## src/rtl/txfifo_space_calc.sv

```systemverilog
module txfifo_space_calc #(
  parameter int OFS_W = 6,
  parameter int LEN_W = 11,
  parameter int TOT_W = 16
) (
  input  logic             clk,
  input  logic             rst_n,
  input  logic             clear,
  input  logic             desc_valid,
  input  logic             desc_first,
  input  logic             desc_last,
  input  logic [OFS_W-1:0] desc_offset,
  input  logic [LEN_W-1:0] desc_len,
  input  logic [1:0]       desc_align,
  output logic             buf_valid,
  output logic [LEN_W:0]   buf_words,
  output logic [TOT_W-1:0] run_words,
  output logic             pkt_done,
  output logic [TOT_W-1:0] pkt_words
);

  localparam int END_W = ((OFS_W > LEN_W) ? OFS_W : LEN_W) + 1;
  localparam int SUM_W = LEN_W + 3;

  logic [END_W-1:0] end_byte;
  logic [4:0]       align_mask;
  logic [4:0]       pad_bytes;
  logic [SUM_W-1:0] kept_bytes;
  logic [SUM_W-1:0] data_words;
  logic [LEN_W:0]   cur_words;
  logic [TOT_W-1:0] next_total;
  logic             closed;
  logic             take;

  assign take     = desc_valid && !clear;
  assign end_byte = END_W'(desc_offset) + END_W'(desc_len);

  always_comb begin
    case (desc_align)
      2'd1:    align_mask = 5'd15;
      2'd2:    align_mask = 5'd31;
      default: align_mask = 5'd3;
    endcase
  end

  assign pad_bytes  = (5'd0 - end_byte[4:0]) & align_mask;
  assign kept_bytes = SUM_W'(desc_offset[1:0]) + SUM_W'(desc_len) + SUM_W'(pad_bytes[1:0]);
  assign data_words = (kept_bytes + SUM_W'(3)) >> 2;
  assign cur_words  = (LEN_W+1)'(data_words) + (desc_first ? (LEN_W+1)'(2) : (LEN_W+1)'(1));
  assign next_total = (desc_first || closed) ? TOT_W'(cur_words) : run_words + TOT_W'(cur_words);

  always_ff @(posedge clk) begin
    if (!rst_n || clear) begin
      buf_valid <= 1'b0;
      buf_words <= '0;
      run_words <= '0;
      pkt_done  <= 1'b0;
      pkt_words <= '0;
      closed    <= 1'b1;
    end else begin
      buf_valid <= desc_valid;
      pkt_done  <= desc_valid && desc_last;
      if (desc_valid) begin
        buf_words <= cur_words;
        run_words <= next_total;
        closed    <= desc_last;
        if (desc_last) pkt_words <= next_total;
      end
    end
  end

  AST_BUF_FOLLOWS: assert property (@(posedge clk) disable iff (!rst_n)
    take |=> buf_valid);
  AST_FIRST_TWO_CMDS: assert property (@(posedge clk) disable iff (!rst_n)
    take && desc_first |=> buf_words >= (LEN_W+1)'(2));
  AST_ONE_CMD_MIN: assert property (@(posedge clk) disable iff (!rst_n)
    take && !desc_first && desc_len == '0 && desc_offset[1:0] == 2'd0 |=> buf_words == (LEN_W+1)'(1));
  AST_CLEAR_QUIET: assert property (@(posedge clk) disable iff (!rst_n)
    clear |=> !buf_valid && !pkt_done && run_words == '0 && pkt_words == '0);
  AST_DONE_TOTAL: assert property (@(posedge clk) disable iff (!rst_n)
    pkt_done |-> buf_valid && pkt_words == run_words);
  AST_PKT_HOLD: assert property (@(posedge clk) disable iff (!rst_n)
    !clear && !(desc_valid && desc_last) |=> $stable(pkt_words));
  AST_RESTART: assert property (@(posedge clk) disable iff (!rst_n)
    take && desc_first |=> run_words == TOT_W'(buf_words));

endmodule

```

## config.mk

```make
export PLATFORM = sky130hd
export DESIGN_NAME = txfifo_space_calc
export DESIGN_NICKNAME = d
export VERILOG_FILES = /design/src/rtl/txfifo_space_calc.sv
export SDC_FILE = /design/constraint.sdc
export NUM_CORES = 1
export LEC_CHECK = 0
export BUFFER_PORTS_ARGS = -buffer_cell sky130_fd_sc_hd__buf_2
export CORE_UTILIZATION = 53
export DETAILED_ROUTE_END_ITERATION = 16
export PLACE_DENSITY = 0.84
export SLEW_MARGIN = 20
export SYNTH_ARGS = -nofsm -noshare
export SYNTH_HDL_FRONTEND = slang
export SYNTH_SLANG_ARGS = --single-unit
export TNS_END_PERCENT = 100
```

## constraint.sdc

```tcl
create_clock -name clk -period 5.55 [get_ports clk]
set_input_delay 0.555 -clock clk [delete_from_list [all_inputs] [get_ports clk]]
set_output_delay 0.555 -clock clk [all_outputs]
set_load 0.01 [all_outputs]
```

## After elaboration in Yosys (flattened, before gate mapping)

Cells that the tools add are included.
W data, S select, Z words.

| cells by class | value |
|---|---|
| add/subtract/negate cells | 7 |
| mux-type cells | 2 |
| bitwise gates (word level) | 1 |
| reduce and logical (&&, ||, !) cells | 5 |

Operator list:

| operator | number |
|---|---|
| $add A16 B12 Y16 | 1 |
| $mux W16 | 1 |
| $add A13 B2 Y14 const B | 1 |
| $add A12 B2 Y13 | 1 |
| $add A12 B2 Y12 | 1 |
| $add A2 B11 Y12 | 1 |
| $add A2 B2 Y2 | 1 |
| $and A2 B2 Y2 const B | 1 |
| $logic_or A1 B1 Y1 | 2 |
| $mux W2 | 1 |
| $reduce_and A2 Y1 | 1 |
| $sub A1 B2 Y2 const A | 1 |
| $logic_and A1 B1 Y1 | 1 |
| $logic_not A1 Y1 | 1 |

| storage, ports and cells | value |
|---|---|
| bits in registers | 47 |

## Depth between registers and ports, before layout

| depth | value |
|---|---|
| depth in word-level cells | 8 |
| mapped depth | 22 |

## Least setup slack after synthesis

OpenSTA, ideal clock, no wires.

| timing | value |
|---|---|
| kind | input port to flip-flop |
| start | in desc_offset[1] |
| end | reg run_words[11] |
| data arrival time | 4.434 ns |
| required time | 5.488 ns |
| path slack | 1.054 ns |
| cell stages on the path | 20 |
| path buffers | 0 |
| path through | inv_1 -> ha_1 -> inv_1 -> ha_1 -> inv_1 -> fa_1 -> and2b_4 -> o2111ai_1 -> xor2_1 -> a2111oi_4 -> and2_2 -> nor2_1 -> xnor2_1 -> ha_1 -> nand2_1 -> a2111o_1 -> nand3b_1 -> a21oi_1 -> or4_1 -> nand3_1 |

| between the ends | value |
|---|---|
| cells in the longest elaborated chain, start to end | 8 |

Ends and longest elaborated chain:

| element | line | RTL |
|---|---|---|
| from (decl) | 12 | `input logic [OFS_W-1:0] desc_offset,` |
| $add A2 B2 Y2 | 36 | `assign end_byte = END_W'(desc_offset) + END_W'(desc_len);` |
| $sub A1 B2 Y2 | 46 | `assign pad_bytes = (5'd0 - end_byte[4:0]) & align_mask;` |
| $and A2 B2 Y2 | 46 |  |
| $add A12 B2 Y13 (*) | 47 | `assign kept_bytes = SUM_W'(desc_offset[1:0]) + SUM_W'(desc_len) + SUM_W'(pad_bytes[1:0]);` |
| $add A13 B2 Y14 (*) | 48 | `assign data_words = (kept_bytes + SUM_W'(3)) >> 2;` |
| $add A12 B2 Y12 (*) | 49 | `assign cur_words = (LEN_W+1)'(data_words) + (desc_first ? (LEN_W+1)'(2) : (LEN_W+1)'(1));` |
| net cur_words[8] | 30 | `logic [LEN_W:0] cur_words;` |
| $add A16 B12 Y16 (*) | 50 | `assign next_total = (desc_first \|\| closed) ? TOT_W'(cur_words) : run_words + TOT_W'(cur_words);` |
| $mux W16 (*) | 50 |  |
| to (signal assigned) | 65 | `run_words <= next_total;` |
| to (decl) | 17 | `output logic [TOT_W-1:0] run_words,` |

Mark *: on every way through the listed nets, which the timed path passes. The rest lies on a longest branch.
A chain may end at the register's enable or synchronous reset.

## Final worst setup path

| timing | value |
|---|---|
| start | in desc_offset[1] |
| end | reg run_words[12] |

Same word-level chain as after synthesis.

==> impl_results.md <==
- Port bufs: 63
- Power Dens Cells: 235 nW/µm²
- CP Max Fanout: 4
- Final hold vios: 0
- Final core occ: 0.640
- Peak supply drop: 0.000106 V
- Core Rows: 26
- R2r setup slk: 3.02 ns
- Synth unique cells: 56
- M2 GR Usage: 0.425
- CTS Buf Count: 5
- Share of layout cells above drive strength 1: 0.212
- Setup CP Type: input port to flip-flop
- Clk slew on worst S/H paths: 0.09 ns
- Req. time, crit path: 5.71 ns
- Post-Syn Area per Cell: 8.56 µm²
- Cells after Synth: 330
- Crit path launch type: input port
- Status: finished clean
- RSZ-0062 raised after global routing: false
- DRT Pass-1 Iters: 4
- WHS Path Cells: 2
- Largest net degree at the start of global routing: 45
- Worst hold path startpoint: pkt_words[0]
- Tot GR Track Use: 0.244
- RR Endpoint: run_words[14]
- Leakage: 1.48 nW
- Post-synthesis register bit count: 46
- Diodes inserted: 0
- Global Route met3 Usage: 0.0509
- DPL Wire Length: 4700 µm
- Slew margin rel.: 0.435
- Worst-Skew Late Latency: 0.30 ns
- Routed Antenna Nets: 0
- Core area: 5110 µm²
- Top achievable clock speed: 209 MHz
- Setup WS post-layout: 0.775 ns
- Synth area leaders: dfxtp_1, ha_1, xnor2_1
- Setup TNS: 0 ns
- Power, Total: 767 µW
- Sequential cell area fraction in the yosys report: 0.326
- Commonest non-fill, non-tap cell in the layout: buf_2
- Die Ht: 75.0 µm
- CTS hold repair buffers: 0
- CTS tree: built
- DRC errors left: 0
- Initial Util: 0.553
- Drt initial violations: 93
- Arr. time, crit path: 4.94 ns
- Final Cycle Share: 0.860
- Worst Hold Class: flip-flop to flip-flop
- Pin slew with the least headroom to its limit: 0.847 ns
- Initial antenna violation count: 0
- First-pass GRT wire length: 10,400 µm
- Setup violators final: 0
- Die area: 5620 µm²
- RR Startpoint: run_words[0]
- Max-cap viol count: 0
- Post-synth EDFFs: 0
- Most frequent cells in the layout: buf_2, dfxtp_1, nand2_1, nor2_1, a21oi_1
- Yosys top cell area share: 0.326
- DR vias: 2,491
- Worst hold endpoint: pkt_words[0]
- GRT busiest layer: met2
- Post_cts resized: 0
- Placed Area: 3180 µm²
- Final hold slack: 0.452 ns
- Ys flop type: dfxtp_1
- Reg2Reg Depth: 9
- Die W: 75.0 µm
- Placer Congestion: 0.967
- Post-CTS Setup Repair Bufs: 0
- Num ports: 71
- Wirelength, routed: 6280 µm
- # placed instances: 453
- Avg Vias per Cell: 5.40
- Worst Setup End Kind: flip-flop
- Total gr overflow: 0
- YS warnings: 0
- Fin area: 3270 µm²
- Min Clock Period, post-route: 4.78 ns
- Final Net Count: 437
- Met1 GRT Util: 0.306
- Non-filler cells, final: 461
- Bufs on Longest Clock Path: 2
- Clock root buffer: clkbuf_8
- Fraction of registers with async set/reset: 0
- Cell taking the most area after synthesis: dfxtp_1
- Clock Sinks: 46
- Syn Std Cell Area: 2820 µm²
- Clk_skew: 0.00877 ns
- Vias in the first global route: 2,310
- H-Tree Level Count: 2
- Routed wire length per instance: 13.6 µm
- Placement Setup Slack: 0.477 ns
- Final Max Slew Viols: 0
- Syn-to-layout area delta: 15.7%
==> flip-flops by register name, summed over array words and instances, names as in the netlist <==
| signal | cells |
|---|---|
| pkt_words | 16 |
| run_words | 16 |
| buf_words | 11 |
| buf_valid | 1 |
| closed | 1 |
| pkt_done | 1 |
==> per-layer routing <==
metal  wire length [µm]  vias up
met2               2960       72
met1               2840     1140
li1                   -     1270
met5                  0        -
met3                394        9
met4                 80        0
==> critical path: stages <==
cell      delay (ns)
buf_2           0.10
inv_1           0.04
ha_1            0.13
inv_1           0.04
ha_1            0.29
inv_1           0.07
fa_1            0.46
xnor2_1         0.30
ha_1            0.29
a21oi_1         0.28
o221ai_1        0.15
o21ai_0         0.11
xor2_1          0.34
ha_1            0.29
o211ai_1        0.12
o21a_1          0.23
a21oi_1         0.28
a311oi_1        0.17
nor3b_1         0.38
mux2i_1         0.23
a21oi_1         0.08
==> logic make-up (layout without fill, tap and decap cells) <==
logic type                 count (synthesis)  after routing  share of synthesized area
other                                      2              3                    0.00266
buffers and inverters                     29             89                     0.0439
muxes                                     17             17                     0.0607
adders and majority gates                 22             22                      0.105
xor gates and xnor gates                  26             26                     0.0806
DFF                                       46             46                      0.326
AOI/OAI and AO/OA                         90             90                      0.206
and+or+nand+nor                           98             98                      0.175
==> worst max path at each step <==
stage	start	to	slack [ns]
after global placement	desc_offset[1]	run_words[12]	0.59
after detailed placement	desc_offset[1]	run_words[12]	0.48
final	desc_offset[1]	run_words[12]	0.77
after CTS	desc_offset[1]	run_words[12]	0.81
after floorplan	desc_offset[1]	run_words[11]	1.05
after global routing	desc_offset[1]	run_words[12]	0.41
==> synthesized netlist by cell type (all sizes together) (2+ instances only) <==
master,count
o211ai,4
dfxtp,46
conb,2
nand3b,4
o21a,3
nor4b,2
o31ai,2
buf,6
and2,5
mux2i,16
nand2,32
a211oi,8
clkbuf,7
fa,3
xnor2,20
and3,3
xor2,6
a21oi,28
a21o,5
ha,19
o21ai,28
nand2b,4
nor2,29
nand4,2
inv,16
and2b,2
nand3,7
nor3b,2
==> power by group <==
| part | leakage (nW) | switching (mW) | internal [mW] |
|---|---|---|---|
| clock network | 0.0452 | 0.113 | 0.0889 |
| registers | 0.373 | 0.00707 | 0.341 |
| logic | 1.06 | 0.128 | 0.0888 |
==> final cells by class <==
class / count / area [µm²]
clock buffer: 6 / 72.6
clock inverter: 2 / 13.8
fill: 429 / 1840
inverter: 16 / 60.1
multi-input combinational: 256 / 1780
sequential: 46 / 921
tap: 70 / 87.6
timing repair buffer: 65 / 330
No activity file was read; power rests on OpenSTA's default activity.
